<file path="src/rtl/sdram_seq_pkg.sv">
package sdram_seq_pkg;

  typedef enum logic [3:0] {
    ST_STABLE, ST_CKE, ST_PALL, ST_TRP, ST_IREF, ST_ITRC,
    ST_MRS, ST_TMRD, ST_READY, ST_RREF, ST_RTRC
  } seq_state_e;

  // {cs_n, ras_n, cas_n, we_n}
  localparam logic [3:0] CMD_NOP = 4'b0111;
  localparam logic [3:0] CMD_PRE = 4'b0010;
  localparam logic [3:0] CMD_REF = 4'b0001;
  localparam logic [3:0] CMD_MRS = 4'b0000;

  // Low ten mode-register bits; the memory decodes these positions.
  function automatic logic [9:0] mode_low_bits(input logic [2:0] burst_code,
                                               input logic       interleave,
                                               input logic [2:0] cas_lat,
                                               input logic       single_wr);
    return {single_wr, 1'b0, 1'b0, cas_lat, interleave, burst_code};
  endfunction

endpackage

</file>
<file path="src/rtl/sdram_wait_timer.sv">
module sdram_wait_timer #(
  parameter int W         = 8,
  parameter int RESET_VAL = 0
) (
  input  logic         clk,
  input  logic         rst_n,
  input  logic         load,
  input  logic [W-1:0] load_val,
  output logic         zero
);
  logic [W-1:0] cnt_q;

  always_ff @(posedge clk or negedge rst_n) begin
    if (!rst_n)            cnt_q <= W'(RESET_VAL);
    else if (load)         cnt_q <= load_val;
    else if (cnt_q != '0)  cnt_q <= cnt_q - 1'b1;
  end

  assign zero = (cnt_q == '0);

  // Once expired and not reloaded, the timer stays expired (R3 spacing).
  assert_timer_stays_R3: assert property (@(posedge clk) disable iff (!rst_n)
    (zero && !load) |=> zero);
endmodule

</file>
<file path="src/rtl/sdram_refi_gen.sv">
module sdram_refi_gen #(
  parameter int REFI_CYCLES = 1950,
  localparam int CW = $clog2(REFI_CYCLES + 1)
) (
  input  logic clk,
  input  logic rst_n,
  input  logic run,
  output logic tick
);
  logic [CW-1:0] cnt_q;
  logic          at_end;

  assign at_end = (cnt_q == CW'(REFI_CYCLES - 1));
  assign tick   = run && at_end;

  always_ff @(posedge clk or negedge rst_n) begin
    if (!rst_n)        cnt_q <= '0;
    else if (!run)     cnt_q <= '0;
    else if (at_end)   cnt_q <= '0;
    else               cnt_q <= cnt_q + 1'b1;
  end

  // Counter never runs past the interval limit.
  assert_refi_bound_R6: assert property (@(posedge clk) disable iff (!rst_n)
    cnt_q <= CW'(REFI_CYCLES - 1));
endmodule

</file>
<file path="src/rtl/sdram_ref_gate.sv">
module sdram_ref_gate #(
  parameter int NUM_BANKS = 4
) (
  input  logic                 clk,
  input  logic                 rst_n,
  input  logic                 tick,
  input  logic                 issue,
  input  logic [NUM_BANKS-1:0] bank_open,
  output logic                 pending,
  output logic                 grant_ok
);
  always_ff @(posedge clk or negedge rst_n) begin
    if (!rst_n)      pending <= 1'b0;
    else if (tick)   pending <= 1'b1;
    else if (issue)  pending <= 1'b0;
  end

  assign grant_ok = pending && (bank_open == '0);

  // A request not yet served is never dropped.
  assert_pending_held_R7: assert property (@(posedge clk) disable iff (!rst_n)
    (pending && !issue) |=> pending);
endmodule

</file>
<file path="src/rtl/sdram_initref_seq.sv">
module sdram_initref_seq
  import sdram_seq_pkg::*;
#(
  parameter int STABLE_CYCLES = 12500,
  parameter int REFI_CYCLES   = 1950,
  parameter int TRP_CYCLES    = 3,
  parameter int TRC_CYCLES    = 9,
  parameter int TMRD_CYCLES   = 2,
  parameter int INIT_REFS     = 8,
  parameter int NUM_BANKS     = 4,
  parameter int ADDR_W        = 12,
  parameter int BA_W          = 2,
  parameter int DQM_W         = 2
) (
  input  logic                 clk,
  input  logic                 rst_n,
  input  logic [2:0]           cfg_burst_code,
  input  logic                 cfg_interleave,
  input  logic [2:0]           cfg_cas_lat,
  input  logic                 cfg_single_write,
  input  logic [NUM_BANKS-1:0] bank_open,
  output logic                 cke,
  output logic                 cs_n,
  output logic                 ras_n,
  output logic                 cas_n,
  output logic                 we_n,
  output logic [ADDR_W-1:0]    addr,
  output logic [BA_W-1:0]      ba,
  output logic [DQM_W-1:0]     dqm,
  output logic                 ready,
  output logic                 ref_pending
);
  localparam int TMR_W = $clog2(STABLE_CYCLES + TRC_CYCLES + TRP_CYCLES + TMRD_CYCLES + 1);
  localparam int RC_W  = $clog2(INIT_REFS + 1);
  localparam int SR_W  = $clog2(TRC_CYCLES + 1);
  localparam int MB_W  = ADDR_W + BA_W;

  seq_state_e          state_q, state_d;
  logic                tmr_load, tmr_zero;
  logic [TMR_W-1:0]    tmr_val;
  logic [RC_W-1:0]     init_ref_cnt;
  logic                init_done, refi_tick, grant_ok, issue_ref;
  logic [3:0]          cmd;
  logic [MB_W-1:0]     mode_bus;

  sdram_wait_timer #(.W(TMR_W), .RESET_VAL(STABLE_CYCLES - 1)) u_timer (
    .clk(clk), .rst_n(rst_n), .load(tmr_load), .load_val(tmr_val), .zero(tmr_zero));

  assign init_done = (state_q == ST_READY) || (state_q == ST_RREF) || (state_q == ST_RTRC);
  assign issue_ref = (state_q == ST_RREF);

  sdram_refi_gen #(.REFI_CYCLES(REFI_CYCLES)) u_refi (
    .clk(clk), .rst_n(rst_n), .run(init_done), .tick(refi_tick));

  sdram_ref_gate #(.NUM_BANKS(NUM_BANKS)) u_gate (
    .clk(clk), .rst_n(rst_n), .tick(refi_tick), .issue(issue_ref),
    .bank_open(bank_open), .pending(ref_pending), .grant_ok(grant_ok));

  // Each command state loads T-2 so the wait after it lasts T-1 cycles.
  always_comb begin
    tmr_load = 1'b1;
    unique case (state_q)
      ST_PALL:          tmr_val = TMR_W'(TRP_CYCLES - 2);
      ST_IREF, ST_RREF: tmr_val = TMR_W'(TRC_CYCLES - 2);
      ST_MRS:           tmr_val = TMR_W'(TMRD_CYCLES - 2);
      default: begin
        tmr_val  = '0;
        tmr_load = 1'b0;
      end
    endcase
  end

  always_ff @(posedge clk or negedge rst_n) begin
    if (!rst_n)                    init_ref_cnt <= '0;
    else if (state_q == ST_IREF)   init_ref_cnt <= init_ref_cnt + 1'b1;
  end

  always_comb begin
    state_d = state_q;
    unique case (state_q)
      ST_STABLE: if (tmr_zero) state_d = ST_CKE;
      ST_CKE:    state_d = ST_PALL;
      ST_PALL:   state_d = ST_TRP;
      ST_TRP:    if (tmr_zero) state_d = ST_IREF;
      ST_IREF:   state_d = ST_ITRC;
      ST_ITRC:   if (tmr_zero)
                   state_d = (init_ref_cnt == RC_W'(INIT_REFS)) ? ST_MRS : ST_IREF;
      ST_MRS:    state_d = ST_TMRD;
      ST_TMRD:   if (tmr_zero) state_d = ST_READY;
      ST_READY:  if (grant_ok) state_d = ST_RREF;
      ST_RREF:   state_d = ST_RTRC;
      ST_RTRC:   if (tmr_zero) state_d = ST_READY;
      default:   state_d = ST_STABLE;
    endcase
  end

  always_ff @(posedge clk or negedge rst_n) begin
    if (!rst_n) state_q <= ST_STABLE;
    else        state_q <= state_d;
  end

  assign mode_bus = {{(MB_W - 10){1'b0}},
                     mode_low_bits(cfg_burst_code, cfg_interleave, cfg_cas_lat, cfg_single_write)};

  always_comb begin
    cmd  = CMD_NOP;
    addr = '0;
    ba   = '0;
    unique case (state_q)
      ST_PALL: begin
        cmd      = CMD_PRE;
        addr[10] = 1'b1;
      end
      ST_IREF, ST_RREF: cmd = CMD_REF;
      ST_MRS: begin
        cmd  = CMD_MRS;
        addr = mode_bus[ADDR_W-1:0];
        ba   = mode_bus[MB_W-1:ADDR_W];
      end
      default: ;
    endcase
  end

  assign {cs_n, ras_n, cas_n, we_n} = cmd;
  assign cke   = (state_q != ST_STABLE);
  assign dqm   = init_done ? '0 : '1;
  assign ready = (state_q == ST_READY);

  // ---------------- checks beside the logic ----------------
  logic            ready_seen;
  logic            ref_seen;
  logic [SR_W-1:0] since_ref;

  always_ff @(posedge clk or negedge rst_n) begin
    if (!rst_n) begin
      ready_seen <= 1'b0;
      ref_seen   <= 1'b0;
      since_ref  <= '0;
    end else begin
      if (ready) ready_seen <= 1'b1;
      if (cmd == CMD_REF) begin
        ref_seen  <= 1'b1;
        since_ref <= '0;
      end else if (since_ref != SR_W'(TRC_CYCLES)) begin
        since_ref <= since_ref + 1'b1;
      end
    end
  end

  assert_quiet_while_cke_low_R1: assert property (@(posedge clk) disable iff (!rst_n)
    !cke |-> (cmd == CMD_NOP) && (&dqm) && !ready);

  assert_pall_a10_R2: assert property (@(posedge clk) disable iff (!rst_n)
    (cmd == CMD_PRE) |-> addr[10] && !ready_seen);

  assert_ref_zero_addr_R3: assert property (@(posedge clk) disable iff (!rst_n)
    (cmd == CMD_REF) |-> (addr == '0) && (ba == '0));

  assert_ref_spacing_R3: assert property (@(posedge clk) disable iff (!rst_n)
    (cmd != CMD_NOP && ref_seen) |-> since_ref >= SR_W'(TRC_CYCLES - 1));

  assert_mrs_after_refs_R4: assert property (@(posedge clk) disable iff (!rst_n)
    (cmd == CMD_MRS) |-> (init_ref_cnt == RC_W'(INIT_REFS)));

  assert_ref_banks_idle_R7: assert property (@(posedge clk) disable iff (!rst_n)
    (cmd == CMD_REF && ready_seen) |-> ($past(bank_open) == '0) && $past(ref_pending));

  assert_not_ready_in_ref_R8: assert property (@(posedge clk) disable iff (!rst_n)
    (cmd == CMD_REF) |-> !ready);
endmodule

</file>
<file path="config.mk">
export PLATFORM = sky130hd
export DESIGN_NAME = sdram_initref_seq
export DESIGN_NICKNAME = d
export VERILOG_FILES = /design/src/rtl/sdram_seq_pkg.sv /design/src/rtl/sdram_wait_timer.sv /design/src/rtl/sdram_refi_gen.sv /design/src/rtl/sdram_ref_gate.sv /design/src/rtl/sdram_initref_seq.sv
export SDC_FILE = /design/constraint.sdc
export NUM_CORES = 1
export LEC_CHECK = 0
export ABC_AREA = 1
export ABC_CLOCK_PERIOD_IN_PS = 4600
export BUFFER_PORTS_ARGS = -buffer_cell sky130_fd_sc_hd__buf_2
export CORE_MARGIN = 2
export CORE_UTILIZATION = 47
export CTS_CLUSTER_DIAMETER = 50
export DETAILED_ROUTE_END_ITERATION = 8
export GPL_ROUTABILITY_DRIVEN = 0
export PLACE_DENSITY_LB_ADDON = 0.05
export SLEW_MARGIN = 25
export SYNTH_ARGS = -nofsm -noshare
export SYNTH_HDL_FRONTEND = slang
export SYNTH_HIERARCHICAL = 1
export SYNTH_SLANG_ARGS = --single-unit
export TNS_END_PERCENT = 50
</file>
<file path="constraint.sdc">
create_clock -name clk -period 4.6 [get_ports clk]
set_input_delay 0.46 -clock clk [delete_from_list [all_inputs] [get_ports clk]]
set_output_delay 0.46 -clock clk [all_outputs]
set_load 0.1 [all_outputs]
</file>
# Yosys cells after proc, flatten, opt, wreduce, memory -nomap -nowiden
# Index checks and enable logic that the tools add are counted.
# op_classes
shift	0
mul	0
n_addsub	3
n_eq_ne	17
muxes	19
magnitude_cmp	0
reduce_logical	15
n_bitwise	0
n_div	0
# ops
cell	count
4-bit case mux with 10 select lines	1
14-bit 2-to-1 mux	2
11-bit 2-to-1 mux	2
4-bit 2-to-1 mux	5
4-bit by 3-bit equality test with 1-bit output, second input constant	4
4-bit equality test, second input constant	4
14-bit zero test	1
14-bit nonzero test	1
14-bit by 1-bit subtractor with 14-bit output, second input constant	1
11-bit by 1-bit adder with 11-bit output, second input constant	1
11-bit equality test, second input constant	1
10-bit 2-to-1 mux	1
3-bit case mux with 3 select lines	1
4-bit by 2-bit equality test with 1-bit output, second input constant	2
4-bit zero test	2
2-bit != test, second input constant	3
3-bit case mux with 2 select lines	1
5-bit AND reduction	1
4-bit by 1-bit adder with 4-bit output, second input constant	1
4-bit by 1-bit equality test with 1-bit output, second input constant	1
1-bit 2-to-1 mux	4
2-bit 2-to-1 mux	2
2-bit by 1-bit != test with 1-bit output, second input constant	2
2-bit nonzero test	2
5 further kinds	8
# totals
out_inout_bits	23
romBits	0
inputBits	14
word_cells	59
n_memories	0
latch_bits	0
ff_bits	34
mem_bits_rw	0

# Longest topological paths before layout
# Gate-level depths: netlist of run 1.
# depth
depth_word	5
depth_mapped	13
depth_no_buf	13

# By module
# Netlist of run 1, hierarchy kept.
# modules_own_cells
module	area_each_um2	cells_per_inst	n_inst
sdram_wait_timer	1017.2	144	1
sdram_initref_seq	738.2	119	1
sdram_refi_gen	588.1	73	1
sdram_ref_gate	58.8	9	1

# Worst setup path after synthesis of run 1
# OpenSTA, ideal clock, no wires.
# synth_path
path_kind	reg2out
from	register state_q[0]
to	output port ready
stages_incl_launch_ff	4
setup_slack_ns	1.394
t_required_ns	4.140
t_arrival_ns	2.746
cell_sequence	dfrtp_1 -> nor2_2 -> inv_1 -> nor3_1
# synth_between
elab_chain_cells	1
# synth_lines
element	line_no	source
from (decl)	sdram_initref_seq.sv:38	seq_state_e state_q, state_d;
from (signal assigned)	sdram_initref_seq.sv:99	else state_q <= state_d;
4-bit equality test	sdram_initref_seq.sv:127	assign ready = (state_q == ST_READY);
to (decl)	sdram_initref_seq.sv:30	output logic ready,
# No other way between the ends.

# Worst setup path in the final report of run 1
# layout_path
from	register state_q[3]
to	output port ras_n
# layout_between
elab_chain_cells	3
elab_cells_between_ends	6
cone_classes	eq/ne (4); mux (1); reduce/logical (1)
# layout_lines
element	line_no	source
4-bit equality test or 4-bit by 3-bit equality test with 1-bit output (tied branches)	sdram_initref_seq.sv:109	unique case (state_q)
2-bit OR reduction	sdram_initref_seq.sv:109	
3-bit case mux with 3 select lines *	sdram_initref_seq.sv:109	
to (decl)	sdram_initref_seq.sv:24	output logic ras_n,
# Mark *: on every way between the ends. The rest lies on a longest branch, timed or not.

==> summary.md, run 1 <==
| Metric | Value |
|---|---|
| Post-Layout Cell Count | `460` |
| Full die area | `5700 sq um` |
| Design area | `2734 sq um` |
| Synth warn | `6` |
| IO Port Bufs | `30` |
| Yosys cell types | `33` |
| Grt peak-use layer | `met2` |
| N_diodes | `0` |
| Postcts setup bufs | `0` |
| Result of the run | `finished clean` |
| Min Tclk post-route | `2.441 ns` |
| Largest net degree at the start of global routing | `35` |
| Number of synthesized register bits | `34` |
| Initial Util | `47.95%` |
| Grt met3 use | `3.175%` |
| DRT iter0 DRCs | `73` |
| # rows | `26` |
| EDFF count, synth | `0` |
| Pwr Density | `208.5 nW/um^2` |
| Total grt overflow | `0` |
| Die Ht | `75.50 microns` |
| Layout Skew | `0.001587 ns` |
| Routed vias/inst | `4.652` |
| Max Slew Vio Count | `0` |
| Met2 Usage GRT | `33.72%` |
| Initial antenna violation count | `0` |
| Layout cells sized above 1 | `24.62%` |
| LEAKAGE | `1.373 nW` |
| Nets | `408` |
| Met1 usage | `25.77%` |
| Die Wd | `75.50 microns` |
| Dpl cells | `452` |
| Final Setup Violations | `0` |
| Sequential cell area fraction in the yosys report | `35.78%` |
| Startpoint type of the worst setup path | `flip-flop` |
| Area growth, synth to finish | `13.80%` |
| CTS Buffer Depth | `2` |
| Slew of the pin with the lowest slew margin | `0.7922 ns` |
| Post-Syn Area per Cell | `6.963 sq um` |
| Crit path kind | `flip-flop to output port` |
| Critical Path RT | `4.14 ns` |
| Cts repair resizes | `0` |
| Worst relative slew slack | `47.19%` |
| Core Area | `5010 sq um` |
| Fin crit share | `53.07%` |
| Min-delay worst type | `input port to async pin` |
| I/O pin total | `37` |
| CP max FO | `13` |
| Remaining antenna violation count | `0` |
| Vias in the first global route | `2019` |
| Ys async rst share | `100.0%` |
| Clock Latency Late Sink | `0.28 ns` |
| Filler Cell Count | `527` |
| Root buf cell | `clkbuf_8` |
| Main flop type after synthesis | `dfrtp_1` |
| Post-DP HPWL | `3734 microns` |
| DR WL/cell | `10.79 microns` |
| WP data arrival | `1.98 ns` |
| TritonCTS clock tree | `built` |
| Total GRT Usage | `19.79%` |
| Worst-path clk slew | `0.07 ns` |
| Initial DRT Pass Iterations | `4` |
| First-pass GRT wire length | `8694 microns` |
| Maxcap violations | `0` |
| CTS Hold Bufs | `0` |
| Fin Setup TNS | `0 ns` |
| Routed wire length | `4962 microns` |
| Max IR drop VDD | `0.0001177 V` |
| Crit. End Element | `output port` |
| Syn Inst Count | `345` |
| Peak Freq | `409.7 MHz` |
| Cell area after synthesis | `2402 sq um` |
| Placed Area | `2639 sq um` |
| DRC Markers | `0` |
| Total number of vias | `2140` |
| H-tree depth | `2` |
| Final Hold Fails | `0` |
| CTS Buf Count | `5` |
| RSZ-0062 raised after global routing | `false` |
| Clk sinks | `34` |
-- final timing paths --
path                                             start                           end  slack, ns  depth (start not counted)
setup / recovery                state_q[3]$_DFFE_PN0P_                         ras_n       2.16                          8
hold / removal                                   rst_n  u_timer/cnt_q[8]$_DFFE_PN0P_       0.25                          1
setup reg to reg                state_q[0]$_DFFE_PN0P_  u_timer/cnt_q[4]$_DFFE_PN1P_       2.51                          9
hold reg to reg            init_ref_cnt[3]$_DFFE_PN0P_   init_ref_cnt[3]$_DFFE_PN0P_       0.48                          1
max in group asynchronous                        rst_n     u_refi/cnt_q[4]$_DFF_PN0_       3.84                          1
min in group clk           init_ref_cnt[3]$_DFFE_PN0P_   init_ref_cnt[3]$_DFFE_PN0P_       0.48                          1
-- registers in the layout (all words and copies together), names as in the netlist --
name and flops:
u_timer/cnt_q 14, u_refi/cnt_q 11, init_ref_cnt 4, state_q 4, u_gate/pending 1
-- Yosys cell counts (6+ instances only) --
cell     number  area [sq um]
dfstp_2       7         183.9
nand2_2       7         43.79
inv_1        43         161.4
o21ai_0       6         30.03
buf_4         7         52.55
nor2_1       56         210.2
nand2_1      80         300.3
inv_2         9         33.78
nand3_1      33         165.2
nor2_2       14         87.58
dfrtp_1      27         675.7
-- cell usage in the layout (no fill, tap or decap), drive strengths merged --
cell type  synthesis  layout
nand4              2       2
clkinvlp           0       1
conb               1      17
clkinv             2       3
dfrtp             27      27
nor2              74      74
clkbuf             1       6
o21bai             1       1
buf                8      30
xor2               4       4
a21oi             10      10
nor3               4       4
o22ai              1       1
o21ai             10      10
nand2             89      89
dfstp              7       7
inv               52      52
nand3             38      38
or2                4       4
xnor2              5       5
ha                 5       5
-- through the flow --
step                      power, mW  utilization, %  setup slack, ns  hold WS, ns
after global routing         0.5948           54.57            1.988       0.3073
after detailed placement     0.3434           52.67            2.456       0.4640
after CTS                    0.5820           54.57            2.136       0.2740
after floorplan              0.3352               -            1.394       0.1644
final                        0.5700           54.57            2.159       0.2538
after global placement       0.3434           52.67            2.502       0.4583
-- area by class of cell --
type	count	area, sq um	area share (%)
tap	70	87.58	3.204
multi-input combinational	264	1334	48.79
clock buffer	6	82.58	3.021
sequential	34	859.6	31.44
timing repair buffer	30	150.1	5.492
inverter	54	207.7	7.597
clock inverter	2	12.51	0.4577
-- logic make-up after synthesis --
logic type / after synthesis / synth area share, %
AOI/OAI and AO/OA: 22 / 5.521
xor gates and xnor gates: 9 / 3.281
adders and majority gates: 5 / 2.604
buffers and inverters: 63 / 11.20
DFF: 34 / 35.78
other: 1 / 0.1561
and+or+nand+nor: 211 / 41.46
-- metal layers --
layer	vias to the layer above	wire (microns)
met5	-	0
met4	0	44
met3	5	137
met2	38	2432
met1	974	2348
li1	1123	-
-- report_power, final --
group / leakage [nW] / switching (mW) / internal [mW]
clock: 0.0472 / 0.112 / 0.120
combinational: 0.896 / 0.0318 / 0.00524
sequential: 0.429 / 0.000549 / 0.300
-- worst max-delay path: stages, from the launching register on --
cell and delay [ns]:
dfrtp_1 0.45, inv_2 0.13, nor2_2 0.06, nand2_1 0.13, nand2_1 0.13, nor2_2 0.13
nand2_2 0.18, inv_2 0.07, buf_2 0.42
Note: power is estimated with default switching activity, not from simulation.
==> run 2, diff against run 1 <==
--- a/config.mk
+++ b/config.mk
@@ -6,7 +6,7 @@
 export NUM_CORES = 1
 export LEC_CHECK = 0
 export ABC_AREA = 1
-export ABC_CLOCK_PERIOD_IN_PS = 4600
+export ABC_CLOCK_PERIOD_IN_PS = 2550
 export BUFFER_PORTS_ARGS = -buffer_cell sky130_fd_sc_hd__buf_2
 export CORE_MARGIN = 2
 export CORE_UTILIZATION = 47
==> constraint.sdc (replaced) <==
create_clock -name clk -period 2.55 [get_ports clk]
set_input_delay 0.255 -clock clk [delete_from_list [all_inputs] [get_ports clk]]
set_output_delay 0.255 -clock clk [all_outputs]
set_load 0.1 [all_outputs]
==> summary.md, run 2 (synthesized netlist as in run 1, its figures left out) <==
| Metric | Value |
|---|---|
| DR WL/cell | `10.56 microns (-2.1%)` |
| Result of the run | `finished clean` |
| Min Tclk post-route | `2.204 ns` |
| Cts repair resizes | `0 (unchanged)` |
| Maxcap violations | `0 (unchanged)` |
| Most common cell after layout, fill and taps aside | `nand2_1` |
| I/O pin total | `37 (unchanged)` |
| Multi-input logic area | `1341 sq um (+0.56%)` |
| Full die area | `5700 sq um (unchanged)` |
| Clk sinks | `34 (unchanged)` |
| # rows | `26 (unchanged)` |
| DRT iter0 DRCs | `124 (+70%)` |
| Routed wire length | `4868 microns (-1.9%)` |
| Largest net degree at the start of global routing | `35 (unchanged)` |
| CTS Buf Count | `5 (unchanged)` |
| Fin Setup TNS | `0 ns (unchanged)` |
| Max incr delay on CP | `0.47 ns (+0.02 ns)` |
| Min-delay worst type | `input port to async pin` |
| Initial Util | `47.95% (unchanged)` |
| Total grt overflow | `0 (unchanged)` |
| Post-DP HPWL | `3779 microns (+1.2%)` |
| Placed Area | `2654 sq um (+0.57%)` |
| Post-Layout Cell Count | `461 (+0.22%)` |
| Die Ht | `75.50 microns (unchanged)` |
| Initial antenna violation count | `0 (unchanged)` |
| Critical Path RT | `2.30 ns (-1.84 ns)` |
| CP max FO | `13 (unchanged)` |
| Root buf cell | `clkbuf_8` |
| Final Setup Violations | `0 (unchanged)` |
| Layout cells sized above 1 | `24.81% (+0.19 points)` |
| N_diodes | `0 (unchanged)` |
| Total GRT Usage | `19.58% (-0.21 points)` |
| Design area | `2744 sq um (+0.37%)` |
| Vias in the first global route | `1937 (-4.1%)` |
| CTS Hold Bufs | `0 (unchanged)` |
| Startpoint type of the worst setup path | `flip-flop` |
| Core Area | `5010 sq um (unchanged)` |
| Worst-path clk slew | `0.08 ns (about the same)` |
| Max reg flops | `14 (unchanged)` |
| Area growth, synth to finish | `14.22%` |
| Remaining antenna violation count | `0 (unchanged)` |
| Crit path kind | `flip-flop to output port` |
| Fin Hold WS | `0.03737 ns (-0.2164 ns)` |
| Top flop regs | `u_timer/cnt_q (14), u_refi/cnt_q (11)` |
| Fin crit share | `86.43%` |
| Filler Cell Count | `508 (-3.6%)` |
| Design Power | `1.016 mW (+78%)` |
| FF+latch area | `859.6 sq um (unchanged)` |
| Cells along the critical path | `inv_2, nor2_4, nand2_2, nand2_1, nor2_2, nand2_2, inv_2, buf_2` |
| Postcts setup bufs | `0 (unchanged)` |
| DRC Markers | `0 (unchanged)` |
| TritonCTS clock tree | `built` |
| Max IR drop VDD | `0.0001975 V (+68%)` |
| Most flop-heavy register | `u_timer/cnt_q` |
| CP delay by family, top | `buffers and inverters` |
| Commonest non-fill, non-tap cells in the layout | `80 x nand2_1, 55 x nor2_1, 43 x inv_1` |
| Pwr Density | `370.4 nW/um^2 (+78%)` |
| Buf+Inv Stages, Crit Path | `3 (unchanged)` |
| Worst relative slew slack | `49.93% (+2.7 points)` |
| Layout Skew | `0.01430 ns (+0.01271 ns)` |
| Final Hold Fails | `0 (unchanged)` |
| Slew of the pin with the lowest slew margin | `0.7511 ns (-0.04110 ns)` |
| Peak Freq | `453.7 MHz` |
| Routed vias/inst | `4.551 (-2.2%)` |
| Total number of vias | `2098 (-2.0%)` |
| Crit. End Element | `output port` |
| Die Wd | `75.50 microns (unchanged)` |
| RSZ-0062 raised after global routing | `false` |
| WP data arrival | `1.95 ns (-0.03 ns)` |
| LEAKAGE | `1.375 nW (+0.16%)` |
| Critical path's slowest cell | `dfrtp_1` |
| Dpl cells | `453 (+0.22%)` |
| IO Port Bufs | `30 (unchanged)` |
| First-pass GRT wire length | `8473 microns (-2.5%)` |
| Initial DRT Pass Iterations | `4 (unchanged)` |
| Max Slew Vio Count | `0 (unchanged)` |
| Nets | `409 (+0.25%)` |
| H-tree depth | `2 (unchanged)` |
| CTS Buffer Depth | `2 (unchanged)` |
| Clock Latency Late Sink | `0.29 ns (about the same)` |
run 2: changes by cell type in the layout (fill, tap and decap cells not counted):
cell	delta
buf_4	+1
clkbuf_1	+2
clkinv_2	-1
clkinvlp_4	-1
nor2_1	-1
nor2_2	+1
nor3_1	-1
nor3_2	+1
run 2: path summary, 6_finish.rpt:
| check | startpoint | end | slack [ns] | depth (start not counted) |
|---|---|---|---|---|
| hold / removal | rst_n | u_refi/cnt_q[4]$_DFF_PN0_ | 0.04 | 1 |
| min in group clk | init_ref_cnt[3]$_DFFE_PN0P_ | init_ref_cnt[3]$_DFFE_PN0P_ | 0.47 | 1 |
| setup / recovery | state_q[2]$_DFFE_PN0P_ | ras_n | 0.35 | 8 |
| hold reg to reg | init_ref_cnt[3]$_DFFE_PN0P_ | init_ref_cnt[3]$_DFFE_PN0P_ | 0.47 | 1 |
| setup reg to reg | u_timer/cnt_q[0]$_DFFE_PN1P_ | state_q[0]$_DFFE_PN0P_ | 0.48 | 13 |
| max in group asynchronous | rst_n | init_ref_cnt[1]$_DFFE_PN0P_ | 2.03 | 1 |
run 2: layout make-up:
type	count	share of cell area [%]
Clock buffer	8	3.283
Inverter	54	7.570
Multi-Input combinational cell	264	48.88
Sequential cell	34	31.33
Tap cell	70	3.192
Timing Repair Buffer	31	5.746
run 2: metrics by stage:
stage                     worst slack (ns)  util [%]
after floorplan                    0.08942         -
after global placement              0.4563     52.97
after detailed placement            0.4859     52.97
after CTS                           0.3246     54.77
after global routing                0.1910     54.77
final                               0.3460     54.77
run 2: worst reg2reg max path: stages (launching register included):
cell and delay (ns):
dfstp_2 0.37, inv_1 0.10, ha_1 0.26, nand2_4 0.11
nor2_2 0.15, nand4_1 0.10, nor3_1 0.16, inv_1 0.13
nand3_1 0.10, nand2_1 0.08, nor2_4 0.20, nand2_4 0.08
nand2_1 0.06, nand2_1 0.06
run 2: routing by layer:
metal / track usage [%] / routed length (microns) / up-vias
li1: - / - / 1125
met1: 25.46 / 2339 / 934
met4: 7.992 / 64 / 0
met5: 0 / 0 / -
met2: 32.56 / 2312 / 33
met3: 3.175 / 151 / 6
run 2: report_power, final:
part | internal [mW] | switching (mW)
registers | 0.541 | 0.000812
logic | 0.00945 | 0.0565
clock network | 0.220 | 0.188
